<file path="src/rtl/cwg_pkg.sv">
// Package: shared types for the configuration write guard.
// Assumes: key state encoding is visible to software, so values are fixed.
package cwg_pkg;

    // Key sequence position; numeric values are the read-back code.
    typedef enum logic [1:0] {
        KS_LOCKED = 2'd0,
        KS_STAGED = 2'd1,
        KS_OPEN   = 2'd2
    } key_state_e;

    // Classification of the addressed slot.
    typedef struct packed {
        logic is_key;
        logic is_ctrl;
        logic in_keygrp;
        logic in_stickygrp;
    } slot_class_t;

endpackage

</file>
<file path="src/rtl/cwg_decode.sv">
// Module: cwg_decode
// Turns a slot address into a one-hot slot vector and a class record.
// Assumes: the key slot is in neither mask; the control slot is covered by
// the sticky lock whether or not STICKY_MASK names it.
module cwg_decode
    import cwg_pkg::*;
#(
    parameter int ADDR_W = 3,
    parameter int NSLOT = 1 << ADDR_W,
    parameter int KEY_SLOT = 4,
    parameter int CTRL_SLOT = 0,
    parameter logic [NSLOT-1:0] KEY_MASK = '0,
    parameter logic [NSLOT-1:0] STICKY_MASK = '0
) (
    input  logic [ADDR_W-1:0] addr,
    output logic [NSLOT-1:0]  slot_hot,
    output slot_class_t       cls
);

    localparam logic [NSLOT-1:0] STICKY_ALL =
        STICKY_MASK | (NSLOT'(1) << CTRL_SLOT);

    // One comparator per slot.
    for (genvar i = 0; i < NSLOT; i++) begin : g_hot
        assign slot_hot[i] = (addr == ADDR_W'(i));
    end

    // Class flags derived from the one-hot vector and the masks.
    always_comb begin
        cls.is_key       = slot_hot[KEY_SLOT];
        cls.is_ctrl      = slot_hot[CTRL_SLOT];
        cls.in_keygrp    = |(slot_hot & KEY_MASK);
        cls.in_stickygrp = |(slot_hot & STICKY_ALL);
    end

endmodule

</file>
<file path="src/rtl/cwg_key_fsm.sv">
// Module: cwg_key_fsm
// Three-state key sequencer: locked -> staged -> open, single-use opening.
// Assumes: key_wr and guarded_wr are never high together (distinct slots).
module cwg_key_fsm
    import cwg_pkg::*;
#(
    parameter int KEY_W = 8,
    parameter logic [KEY_W-1:0] KEY_FIRST = 8'hA5,
    parameter logic [KEY_W-1:0] KEY_SECOND = 8'hF1
) (
    input  logic             clk,
    input  logic             rst_n,
    input  logic             key_wr,
    input  logic [KEY_W-1:0] key_val,
    input  logic             guarded_wr,
    output key_state_e       state,
    output logic             gate_open
);

    key_state_e state_q, state_d;

    // Next-state rules for the key sequence.
    always_comb begin
        state_d = state_q;
        unique case (state_q)
            KS_LOCKED: begin
                if (key_wr && key_val == KEY_FIRST) state_d = KS_STAGED;
            end
            KS_STAGED: begin
                if (key_wr) state_d = (key_val == KEY_SECOND) ? KS_OPEN : KS_LOCKED;
                else if (guarded_wr) state_d = KS_LOCKED;
            end
            KS_OPEN: begin
                if (key_wr || guarded_wr) state_d = KS_LOCKED;
            end
            default: state_d = KS_LOCKED;
        endcase
    end

    // State register with synchronous reset to locked.
    always_ff @(posedge clk) begin
        if (!rst_n) state_q <= KS_LOCKED;
        else        state_q <= state_d;
    end

    assign state     = state_q;
    assign gate_open = (state_q == KS_OPEN);

endmodule

</file>
<file path="src/rtl/cwg_sticky_lock.sv">
// Module: cwg_sticky_lock
// Set-only lock bit, loaded from an accepted control-register write.
// Assumes: ctrl_wr is already qualified by the lock itself.
module cwg_sticky_lock #(
    parameter int DATA_W = 32,
    parameter int LOCK_BIT = 31
) (
    input  logic              clk,
    input  logic              rst_n,
    input  logic              ctrl_wr,
    input  logic [DATA_W-1:0] wdata,
    output logic              locked
);

    logic lock_q;

    // Set on an accepted write with the lock bit high; only reset clears.
    always_ff @(posedge clk) begin
        if (!rst_n)                         lock_q <= 1'b0;
        else if (ctrl_wr && wdata[LOCK_BIT]) lock_q <= 1'b1;
    end

    assign locked = lock_q;

endmodule

</file>
<file path="src/rtl/cfg_write_guard.sv">
// Module: cfg_write_guard (top)
// Qualifies register-bus writes per slot using a key sequence and a sticky
// lock, and returns the guard state on reads.
// Assumes: one access per cycle; the register file stores data only in a
// cycle where its wr_accept line is high.
module cfg_write_guard
    import cwg_pkg::*;
#(
    parameter int ADDR_W = 3,
    parameter int DATA_W = 32,
    parameter int KEY_W = 8,
    parameter int KEY_SLOT = 4,
    parameter int CTRL_SLOT = 0,
    parameter int LOCK_BIT = 31,
    parameter logic [KEY_W-1:0] KEY_FIRST = 8'hA5,
    parameter logic [KEY_W-1:0] KEY_SECOND = 8'hF1,
    parameter logic [(1<<ADDR_W)-1:0] KEY_MASK = 8'b1110_0000,
    parameter logic [(1<<ADDR_W)-1:0] STICKY_MASK = 8'b0000_0111
) (
    input  logic                     clk,
    input  logic                     rst_n,
    input  logic [ADDR_W-1:0]        bus_addr,
    input  logic                     bus_we,
    input  logic [DATA_W-1:0]        bus_wdata,
    output logic [DATA_W-1:0]        bus_rdata,
    output logic [(1<<ADDR_W)-1:0]   wr_accept
);

    localparam int NSLOT = 1 << ADDR_W;
    localparam logic [NSLOT-1:0] STICKY_ALL =
        STICKY_MASK | (NSLOT'(1) << CTRL_SLOT);

    logic [NSLOT-1:0] slot_hot;
    slot_class_t      cls;
    key_state_e       key_state;
    logic             gate_open;
    logic             lock_q;
    logic             key_wr;
    logic             guarded_wr;
    logic             ctrl_wr_ok;

    cwg_decode #(
        .ADDR_W(ADDR_W), .NSLOT(NSLOT), .KEY_SLOT(KEY_SLOT),
        .CTRL_SLOT(CTRL_SLOT), .KEY_MASK(KEY_MASK), .STICKY_MASK(STICKY_MASK)
    ) u_decode (
        .addr(bus_addr), .slot_hot(slot_hot), .cls(cls)
    );

    // Write attempts that the key sequencer reacts to.
    assign key_wr     = bus_we & cls.is_key;
    assign guarded_wr = bus_we & cls.in_keygrp;
    assign ctrl_wr_ok = wr_accept[CTRL_SLOT];

    cwg_key_fsm #(
        .KEY_W(KEY_W), .KEY_FIRST(KEY_FIRST), .KEY_SECOND(KEY_SECOND)
    ) u_key (
        .clk(clk), .rst_n(rst_n), .key_wr(key_wr),
        .key_val(bus_wdata[KEY_W-1:0]), .guarded_wr(guarded_wr),
        .state(key_state), .gate_open(gate_open)
    );

    cwg_sticky_lock #(
        .DATA_W(DATA_W), .LOCK_BIT(LOCK_BIT)
    ) u_lock (
        .clk(clk), .rst_n(rst_n), .ctrl_wr(ctrl_wr_ok),
        .wdata(bus_wdata), .locked(lock_q)
    );

    // Per-slot qualifier; the variant depends on which protections apply.
    for (genvar i = 0; i < NSLOT; i++) begin : g_acc
        if (i == KEY_SLOT) begin : g_key
            assign wr_accept[i] = 1'b0;
        end else begin : g_reg
            localparam logic NEED_KEY = KEY_MASK[i];
            localparam logic NEED_UNLK = STICKY_ALL[i];
            assign wr_accept[i] = bus_we & slot_hot[i]
                                & (!NEED_KEY  | gate_open)
                                & (!NEED_UNLK | !lock_q);
        end
    end

    // Read-back mux for the guard's own state.
    always_comb begin
        bus_rdata = '0;
        if (cls.is_key)       bus_rdata[KEY_W-1:0] = {{(KEY_W-2){1'b0}}, key_state};
        else if (cls.is_ctrl) bus_rdata[LOCK_BIT]  = lock_q;
    end

endmodule

</file>
<file path="config.mk">
export PLATFORM = sky130hd
export DESIGN_NAME = cfg_write_guard
export DESIGN_NICKNAME = d
export VERILOG_FILES = /design/src/rtl/cwg_pkg.sv /design/src/rtl/cwg_decode.sv /design/src/rtl/cwg_key_fsm.sv /design/src/rtl/cwg_sticky_lock.sv /design/src/rtl/cfg_write_guard.sv
export SDC_FILE = /design/constraint.sdc
export NUM_CORES = 1
export LEC_CHECK = 0
export CAP_MARGIN = 5
export CORE_AREA = 2 2 39 41
export CTS_CLUSTER_DIAMETER = 50
export CTS_CLUSTER_SIZE = 20
export DETAILED_ROUTE_END_ITERATION = 10
export DIE_AREA = 0 0 41 43
export DONT_BUFFER_PORTS = 1
export GPL_TIMING_DRIVEN = 1
export SLEW_MARGIN = 20
export SYNTH_ARGS = -nofsm -noshare
export SYNTH_HDL_FRONTEND = slang
export SYNTH_SLANG_ARGS = --single-unit
export TNS_END_PERCENT = 50
</file>
<file path="constraint.sdc">
create_clock -name clk -period 2.67 [get_ports clk]
set_input_delay 0.267 -clock clk [delete_from_list [all_inputs] [get_ports clk]]
set_output_delay 0.267 -clock clk [all_outputs]
set_load 0.01 [all_outputs]
</file>
# After elaboration in Yosys (flattened, before gate mapping)
# Cells that the tools add are included.
# classes
n_eq_ne,14
muxes,9
n_bitwise,15
n_reduce_logical,8
# op_table
operator,count
8-bit == test (second input constant),2
1-bit AND,15
3-bit == test (second input constant),4
2-bit 2-to-1 mux,6
3-bit by 2-bit == test with 1-bit output (second input constant),2
2-bit one-hot mux with 3 select lines,1
2-bit by 1-bit != test with 1-bit output (second input constant),2
3-bit by 1-bit == test with 1-bit output (second input constant),1
3-bit logical NOT,1
3-bit by 1-bit != test with 1-bit output (second input constant),1
3-bit AND reduction,1
3-bit OR reduction,1
2-bit by 1-bit == test with 1-bit output (second input constant),1
2-bit == test (second input constant),1
1-bit logical AND,2
2-bit logical NOT,1
1-bit 2-to-1 mux,2
1-bit logical NOT,1
1-bit logical OR,1
# totals
reg_bits,3
input_bits,38
output_inout_bits,40

# Longest topological paths before layout
# Gate-level depths: netlist (run 1).
# depth
word_depth,6
depth_mapped,3
depth_no_buf,3

# By module
# A second synthesis (run 1) with hierarchy kept.
# unflattened
cells_unflattened,75
area_unflattened_um2,633.1
# by_module_without_submodules
mod,instances,cells_per_inst,area_per_inst_um2,seq_area_each_um2
cfg_write_guard,1,44,325.3,0.0
cwg_decode,1,15,141.4,0.0
cwg_key_fsm,1,13,135.1,40.0
cwg_sticky_lock,1,3,31.3,20.0

# Least setup slack after synthesis (run 1)
# OpenSTA, ideal clock, no wires.
# synth_path
path_type,register to register
startpoint,reg u_key.state_q[0] (netlist: u_key.state[0])
endpoint,reg u_key.state_q[0] (netlist: u_key.state[0])
arrival_time_ns,1.291
required_ns,2.600
setup_slack_ns,1.309
path_stages_with_launch,4
path_buffers,0
synth_period_minus_slack_ns,1.361
cell_sequence,dfxtp_1 or4b_1 or4_1 a21boi_1
# synth_between
elab_chain_len,3
# synth_rtl
element,line,rtl
from (decl),cwg_key_fsm.sv:20,"key_state_e state_q, state_d;"
from (signal assigned),cwg_key_fsm.sv:43,else state_q <= state_d;
"2-bit by 1-bit == test with 1-bit output, or another cell as far along",cwg_key_fsm.sv:25,unique case (state_q)
3-bit by 1-bit != test with 1-bit output (no line) / 2-bit by 1-bit != test with 1-bit output (equally long branches),n/a,
3-bit AND reduction (no line),n/a,
# Several ways; a longest one is shown, not always the timed one.
# A chain may end at the register's enable or synchronous reset.

# Final worst setup path (run 1)
# Same ends and word-level chain as after synthesis.

==> flow_summary.json, run 1 <==
{
  "status": "completed",
  "grt_overflow_total": 0,
  "slew_violations": 0,
  "start_util": 0.364,
  "totalWireLength_um": 807,
  "ctsResizeCount": 0,
  "place_congestion": 0.607,
  "fin_nets": 109,
  "cp-end-kind": "flip-flop",
  "yosysWarningCount": 0,
  "drive_gt1_frac": 0.0714,
  "grt_pass1_vias": 299,
  "h-tree-depth": 1,
  "ant_nets": 0,
  "drt_iter0_drc": 2,
  "syn_area_per_cell_sq_um": 7.42,
  "synth_top_area_share": 0.462,
  "rsz0062_at_grt": "false",
  "cts_tree": "done",
  "r2r-start": "u_key.state[0]",
  "worst_pin_slew_ns": 0.572,
  "min_period_ns": 1.45,
  "port_buffers": 0,
  "required_ns": 2.83,
  "die_h_um": 43,
  "power_density_nw_per_um2": 370,
  "synth-seq-area-share": 0.119,
  "max_slew_margin": 0.613,
  "dp.cells": 82,
  "fillers": 168,
  "tns_ns": 0,
  "antenna-diode-count": 0,
  "min_path_type": "in -> reg",
  "route.detailed.vias_per_inst": 4.30,
  "clock_skew_ns": 0.00108,
  "fin_crit_sh": 0.543,
  "area_growth_pct": -15.4,
  "grt_max_degree": 9,
  "io_pins": 78,
  "die_x_um": 41,
  "grt_use_total": 0.100,
  "clk_pin_slew_ns": 0.04,
  "clock_path_buffers": 2,
  "grt_pass1_wl_um": 1150,
  "clock_latency_ns": 0.23,
  "cts_hold_buf": 0,
  "synthDistinctLibCells": 24,
  "dr.pass1.iters": 4,
  "startpoint": "u_key.state[0]",
  "rows": 14,
  "hold_start": "rst_n",
  "wl_per_cell_um": 9.38,
  "syn_area_sq_um": 504,
  "cts_root_buffer": "clkbuf_4",
  "peakVddDrop_mv": 0.112,
  "arrival_ns": 1.61,
  "num_vias": 370,
  "yosys.area.top_type": "buf_4",
  "synth_cells": 68,
  "start_kind": "flip-flop",
  "cts.sinks": 3,
  "post_cts_buffers": 0,
  "critPathKind": "reg -> reg",
  "leakagePower_nw": 0.190,
  "finalHoldViolCount": 0,
  "fin_cells": 86,
  "fp.coreArea_sq_um": 1380,
  "setup_viol_count_final": 0,
  "maxCapViolCount": 0,
  "drcViolationCount": 0,
  "path_max_fanout": 4,
  "dieArea_sq_um": 1760,
  "cts_buffers": 3,
  "synth-seq-cells": 3,
  "synth_area_leaders": "buf_4 (46%), dfxtp_1 (12%), nand2b_1 (3.7%)",
  "max_freq_ghz": 0.690,
  "dp.final_hpwl_um": 687,
  "antenna_found_initial": 0
}
-- final cells by class --
cell class	count	area, sq um	share of cell area
Sequential cell	3	60.1	0.141
Clock buffer	4	26.3	0.0616
Multi-Input combinational cell	62	317	0.742
Tap cell	16	20.0	0.0469
Inverter	1	3.75	0.00880
-- cell usage after synthesis (all sizes together) --
cell / instances
a21oi: 1
nor4: 1
a21boi: 1
nor4b: 2
o21ai: 1
nand2b: 3
nand3: 2
o21a: 1
nand3b: 1
nor3: 2
or4b: 1
nor2b: 1
buf: 31
dfxtp: 3
or4: 1
conb: 1
inv: 1
nand4b: 1
and4b: 1
or2: 1
nand2: 3
and4bb: 1
or3b: 2
nor2: 5
-- sequential cells by signal, indices dropped and copies added, names as in the netlist --
register and count:
u_key.state 2, u_lock.locked 1
-- per-layer routing --
metal | vias to the layer above | routed length [um] | part of all wire | global-route usage
li1 | 173 | - | - | -
met1 | 161 | 296 | 0.37 | 0.119
met2 | 36 | 349 | 0.43 | 0.128
met3 | 0 | 161 | 0.20 | 0.0681
met4 | 0 | 0 | 0 | 0.0600
met5 | - | 0 | 0 | 0
-- worst paths after layout --
path | endpoint | slack [ns] | cells past startpoint
worst min-delay path | u_lock.locked | 0.15 | 1
worst min register to register | u_key.state[0] | 0.50 | 2
worst max-delay path | u_key.state[0] | 1.22 | 3
worst max register to register | u_key.state[0] | 1.22 | 3
-- through the flow --
stage / hold slack [ns] / setup WS, ns / area (sq um) / utilization / power (mW)
6_report: 0.151 / 1.22 / 427 / 0.308 / 0.158
5_1_grt: 0.156 / 1.13 / 427 / 0.308 / 0.174
4_1_cts: 0.143 / 1.20 / 427 / 0.308 / 0.162
3_5_place_dp: 0.390 / 1.21 / 400 / 0.289 / 0.0760
3_3_place_gp: 0.387 / 1.24 / 400 / 0.289 / 0.0757
2_1_floorplan: 0.385 / 1.31 / 613 / - / 0.108
-- where the power goes --
group / switching (mW) / internal, mW
Combinational: 0.0240 / 0.00615
Clock: 0.0259 / 0.0562
Sequential: 0.000400 / 0.0454
-- layout by cell type (no fill, tap or decap), types with 2 or more instances in the layout --
master	count
nand2_1	3
nand3_1	2
nor4b_1	2
dfxtp_1	3
conb_1	30
nor2_1	5
nor3_1	2
nand2b_1	3
clkbuf_4	3
or3b_1	2
-- critical path, cell delays in order (launching register included) --
cell and delay [ns]:
dfxtp_1 0.32, or4b_1 0.51, or4_1 0.41, a21boi_1 0.13
-- kinds of logic after synthesis --
logic type             share of synthesized area
buffers and inverters                      0.469
AND/OR/NAND/NOR                            0.355
AO/OA/AOI/OAI                             0.0496
flip-flops                                 0.119
other                                    0.00744
Power figures use the tool's default switching activity.
==> run 2, diff against run 1 <==
--- a/config.mk
+++ b/config.mk
@@ -5,6 +5,7 @@
 export SDC_FILE = /design/constraint.sdc
 export NUM_CORES = 1
 export LEC_CHECK = 0
+export ABC_AREA = 1
 export CAP_MARGIN = 5
 export CORE_AREA = 2 2 39 41
 export CTS_CLUSTER_DIAMETER = 50
==> constraint.sdc (replaced) <==
create_clock -name clk -period 1.3 [get_ports clk]
set_input_delay 0.13 -clock clk [delete_from_list [all_inputs] [get_ports clk]]
set_output_delay 0.13 -clock clk [all_outputs]
set_load 0.01 [all_outputs]
==> run 2 against run 1 <==
Net effect: register-to-register slack got worse by 0.76 ns; largest cell class unchanged; largest power group unchanged; die area unchanged; synthesized area increased by 5.0%; highest routed layer unchanged; sequential power increased by 100%; final cell count increased by 26%; clock power increased by 99%; critical path depth unchanged; clock skew decreased by 0.0011 ns; core utilization increased by 1.8 points; final area increased by 5.9%.
==> flow_summary.json, run 2 <==
{
  "hold_depth": 2,
  "cts_buffers": 3,
  "cp-end-kind": "primary output",
  "fp.coreArea_sq_um": 1380,
  "final_common_cell": "conb_1",
  "area_growth_pct": -14.7,
  "post_dp_cell_area_sq_um": 425,
  "grt_pass1_vias": 312,
  "largest_reg_flops": 2,
  "critPathKind": "reg -> out",
  "synth_cells": 90,
  "r2r-end": "u_key.state[1]",
  "drive_gt1_frac": 0.0978,
  "dr.pass1.iters": 2,
  "leakagePower_nw": 0.245,
  "clock_skew_ns": 0.0000187,
  "synth_enable_flop_cells": 0,
  "max_freq_ghz": 0.830,
  "start_kind": "flip-flop",
  "required_ns": 1.17,
  "max_stage_delay_ns": 0.30,
  "path_max_fanout": 3,
  "r2r-start": "u_key.state[0]",
  "whs_ns": 0.0597,
  "start_util": 0.382,
  "syn_area_per_cell_sq_um": 5.88,
  "ant_nets": 0,
  "cp_slowest_cell": "dfxtp_1",
  "cts_hold_buf": 0,
  "drt-met1-wl_um": 276,
  "finalHoldViolCount": 0,
  "grt_overflow_total": 0,
  "dr.max_layer_used": "met3",
  "arrival_ns": 1.07,
  "drt_iter0_drc": 2,
  "path_cells": "nor3_1 > inv_1 > nor2_1",
  "drcViolationCount": 0,
  "cts_root_buffer": "clkbuf_4",
  "antenna_found_initial": 0,
  "hold_start": "bus_wdata[31]",
  "peakVddDrop_mv": 0.368,
  "rsz0062_at_grt": "true",
  "wl_per_cell_um": 7.48,
  "critPathBufInv": 1,
  "syn_area_sq_um": 529,
  "min_path_type": "in -> reg",
  "synth_top_area_share": 0.440,
  "rows": 14,
  "min_period_ns": 1.20,
  "yosys.area.top_type": "buf_4",
  "fin_crit_sh": 0.926,
  "clock_path_buffers": 2,
  "fin_nets": 131,
  "r2r.worst_path.cells": 4,
  "tns_ns": 0,
  "cp_num_cells": 3,
  "grt_use_total": 0.0872,
  "route.detailed.vias_per_inst": 3.88,
  "h-tree-depth": 1,
  "clk_pin_slew_ns": 0.04,
  "synth-seq-area-share": 0.113,
  "yosysMostFrequentCell": "buf_4",
  "maxCapViolCount": 0,
  "dieArea_sq_um": 1760,
  "port_buffers": 0,
  "grt_max_degree": 6,
  "setup_viol_count_final": 0,
  "place_congestion": 0.638,
  "route.met3.wl_um": 139,
  "cts_tree": "done",
  "status": "completed",
  "die_x_um": 41,
  "dp.final_hpwl_um": 741,
  "synthDistinctLibCells": 14,
  "cts.sinks": 3,
  "async_flop_share": 0,
  "synth-seq-cells": 3,
  "hold_end": "u_lock.locked",
  "dr_wl_met2_um": 392,
  "cp_top_family": "simple AND/OR/NAND/NOR gates",
  "die_h_um": 43,
  "ys_top_cells_by_count": "buf_4 (31), nor2_1 (17), nand2_1 (13), inv_1 (11)",
  "synth_area_leaders": "buf_4 (44%), nor2_1 (12%), dfxtp_1 (11%)",
  "final_cell_mix": "conb_1 (30), nor2_1 (17), nand2_1 (13), inv_1 (11)",
  "slew_violations": 0,
  "num_vias": 419,
  "power_density_nw_per_um2": 734,
  "r2r_setup_slack_ns": 0.46,
  "design_area_sq_um": 452,
  "io_pins": 78,
  "clock_latency_ns": 0.23,
  "grt_pass1_wl_um": 1070,
  "yosysWarningCount": 0,
  "totalWireLength_um": 808,
  "antenna-diode-count": 0,
  "synth-main-ff-cell": "dfxtp_1"
}
run 2: changes by cell type after synthesis, sizes merged, moves of 3 or more:
cell    previous run  this run
inv                1        12
nand2              3        15
nand2b             3         0
nor2               5        19
run 2: kinds of logic after synthesis:
group | share of synthesized area
DFF | 0.113
and+or+nand+nor | 0.319
AOI/OAI and AO/OA | 0.0355
other | 0.00709
buffers and inverters | 0.525
run 2: timing repair:
item | 4_1_cts | 5_1_grt
resized for setup | 0 | 0
endpoints found under the setup margin | 0 | 3
buffers inserted | 0 | 0
run 2: report_power, final:
part           internal (mW)  leakage [nW]  switching (mW)
Sequential            0.0933        0.0242        0.000302
Combinational         0.0111         0.206          0.0635
Clock                  0.115        0.0150          0.0484
Total                  0.219         0.245           0.112
run 2: final cells by class:
type	instances	area [sq um]
Clock buffer	4	26.3
Sequential cell	3	60.1
Fill cell	181	932
Inverter	12	45.0
Multi-Input combinational cell	73	300
Tap cell	16	20.0
run 2: worst max-delay path by stage:
| stage | slack [ns] | startpoint | endpoint |
|---|---|---|---|
| 6_report | 0.1 | u_lock.locked | wr_accept[2] |
| 3_3_place_gp | 0.36 | u_key.state[1] | wr_accept[6] |
| 4_1_cts | 0.08 | u_lock.locked | wr_accept[2] |
| 2_1_floorplan | 0.38 | u_lock.locked | wr_accept[0] |
| 3_5_place_dp | 0.34 | u_lock.locked | wr_accept[2] |
| 5_1_grt | -0.04 | u_lock.locked | wr_accept[0] |
run 2: routing by layer:
layer  track usage  vias up
met4        0.0200        0
met5             0        -
met1        0.0799      173
met3        0.0471        0
li1              -      211
met2         0.156       35
run 2: per-stage QoR:
step	power (mW)	utilization	std cells	worst slack (ns)
after floorplan	0.231	-	119	0.384
after global placement	0.168	0.307	104	0.364
after detailed placement	0.168	0.307	104	0.336
after CTS	0.341	0.326	108	0.0828
after global routing	0.360	0.326	108	-0.0429
final	0.332	0.326	108	0.0958
==> run 3, diff against run 2 <==
==> constraint.sdc (replaced) <==
create_clock -name clk -period 1.1 [get_ports clk]
set_input_delay 0.165 -clock clk [delete_from_list [all_inputs] [get_ports clk]]
set_output_delay 0.165 -clock clk [all_outputs]
set_load 0.01 [all_outputs]
==> run 3 against run 2 <==
Net effect: the flow now finishes with violations (setup timing); power rose by 25%; clock-buffer cell count stayed put; core utilization rose by 6.7 points; first-iteration DRC count is 100% higher; critical path type unchanged; critical endpoint unchanged; largest cell class unchanged.
==> flow_summary.json, run 3 (synthesis results as in run 2) <==
{
  "fin_nets": 132,
  "cp_slowest_cell": "dfxtp_2",
  "h-tree-depth": 1,
  "hold_depth": 2,
  "drcViolationCount": 0,
  "clock_path_buffers": 2,
  "status": "finished with violations",
  "dieArea_sq_um": 1760,
  "totalWireLength_um": 873,
  "port_buffers": 0,
  "fin_cells": 109,
  "clk_pin_slew_ns": 0.04,
  "r2r-end": "u_lock.locked",
  "cts_root_buffer": "clkbuf_4",
  "start_util": 0.382,
  "cp-end-kind": "primary output",
  "required_ns": 0.94,
  "fillers": 163,
  "power_density_nw_per_um2": 761,
  "clock_skew_ns": 0.0000187,
  "io_pins": 78,
  "antenna_found_initial": 0,
  "start_kind": "flip-flop",
  "num_vias": 434,
  "path_cells": "nor3_4 > inv_2 > nor2_4",
  "area_growth_pct": 2.84,
  "cts_buffers": 3,
  "ant_nets": 0,
  "max_stage_delay_ns": 0.32,
  "die_x_um": 41,
  "clock_latency_ns": 0.23,
  "grt_overflow_total": 0,
  "rsz0062_at_grt": "true",
  "route.detailed.vias_per_inst": 3.98,
  "r2r_setup_slack_ns": 0.18,
  "wl_per_cell_um": 8.01,
  "min_path_type": "in -> reg",
  "largest_reg_flops": 2,
  "path_max_fanout": 3,
  "arrival_ns": 0.98,
  "min_period_ns": 1.14,
  "setup_viol_count_final": 3,
  "finalHoldViolCount": 0,
  "dp.final_hpwl_um": 741,
  "maxCapViolCount": 0,
  "critPathKind": "reg -> out",
  "place_worst_setup_slack_ns": 0.101,
  "grt_use_total": 0.0952,
  "final_cell_mix": "conb_1 (30), nand2_1 (12), nor2_1 (10), inv_1 (9), nor2_4 (7)",
  "grt_max_degree": 6,
  "grt_pass1_wl_um": 1150,
  "setup_ws_ns": -0.0449,
  "cts.sinks": 3,
  "grt_pass1_vias": 339,
  "violations": "setup timing",
  "max_freq_ghz": 0.873,
  "leakagePower_nw": 0.273,
  "hold_start": "bus_wdata[31]",
  "hold_end": "u_lock.locked",
  "antenna-diode-count": 0,
  "drt_iter0_drc": 4,
  "fp.coreArea_sq_um": 1380,
  "die_h_um": 43,
  "drive_gt1_frac": 0.258,
  "cts_tree": "done",
  "final_common_cell": "conb_1",
  "r2r-start": "u_lock.locked",
  "r2r.worst_path.cells": 4,
  "dp.cells": 104,
  "rows": 14,
  "fin_crit_sh": 1.04,
  "place_congestion": 0.638,
  "dr.pass1.iters": 2,
  "peakVddDrop_mv": 0.439,
  "slew_violations": 0
}
-- run 3: critical path: cells and delay by family (launching register included) --
kind                   cells  cell delay, ns
buffers and inverters      1            0.11
flip-flops                 1            0.32
AND/OR/NAND/NOR            2            0.32
-- run 3: final cells by class --
cell class / count / area (sq um) / share of cell area
Clock buffer: 4 / 26.3 / 0.0483
Inverter: 12 / 45.0 / 0.0828
Multi-Input combinational cell: 73 / 383 / 0.703
Sequential cell: 3 / 62.6 / 0.115
Tap cell: 16 / 20.0 / 0.0368
Timing Repair Buffer: 1 / 7.51 / 0.0138
-- run 3: worst max path at each step --
stage / startpoint / to / slack [ns]
2_1_floorplan: u_lock.locked / wr_accept[0] / 0.15
3_3_place_gp: u_key.state[1] / wr_accept[6] / 0.13
3_5_place_dp: u_lock.locked / wr_accept[2] / 0.10
4_1_cts: u_key.state[1] / wr_accept[5] / -0.05
5_1_grt: u_lock.locked / wr_accept[2] / -0.1
6_report: u_lock.locked / wr_accept[2] / -0.04
-- run 3: timing repair --
action | CTS | global route
cloned | 0 | 0
setup buffers | 0 | 1
setup endpoints to repair | 7 | 7
hold buffers | 0 | 0
endpoints found under the hold margin | 0 | 0
resized for setup | 22 | 2
pin swaps | 6 | 5
-- run 3: through the flow --
stage	power, mW	hold slack, ns	util	cell area [sq um]	TNS, ns
global placement	0.198	0.334	0.307	425	0
finish	0.414	0.103	0.393	544	-0.134
floorplan	0.273	0.322	-	638	0
detailed placement	0.199	0.340	0.307	425	0
CTS	0.418	0.0838	0.380	526	-0.219
global route	0.446	0.106	0.393	544	-0.403
-- run 3: routing by layer --
metal,GRT usage,up-vias,wire length [um]
met5,0,-,0
met4,0.0200,0,0
met3,0.0471,0,148
met2,0.181,37,472
met1,0.0799,184,252
li1,-,213,-
-- run 3: power by group --
part	internal (mW)	leakage [nW]	switching, mW	total (mW)
logic	0.0195	0.233	0.0890	0.108
registers	0.110	0.0252	0.000777	0.111
clock network	0.136	0.0150	0.0587	0.195
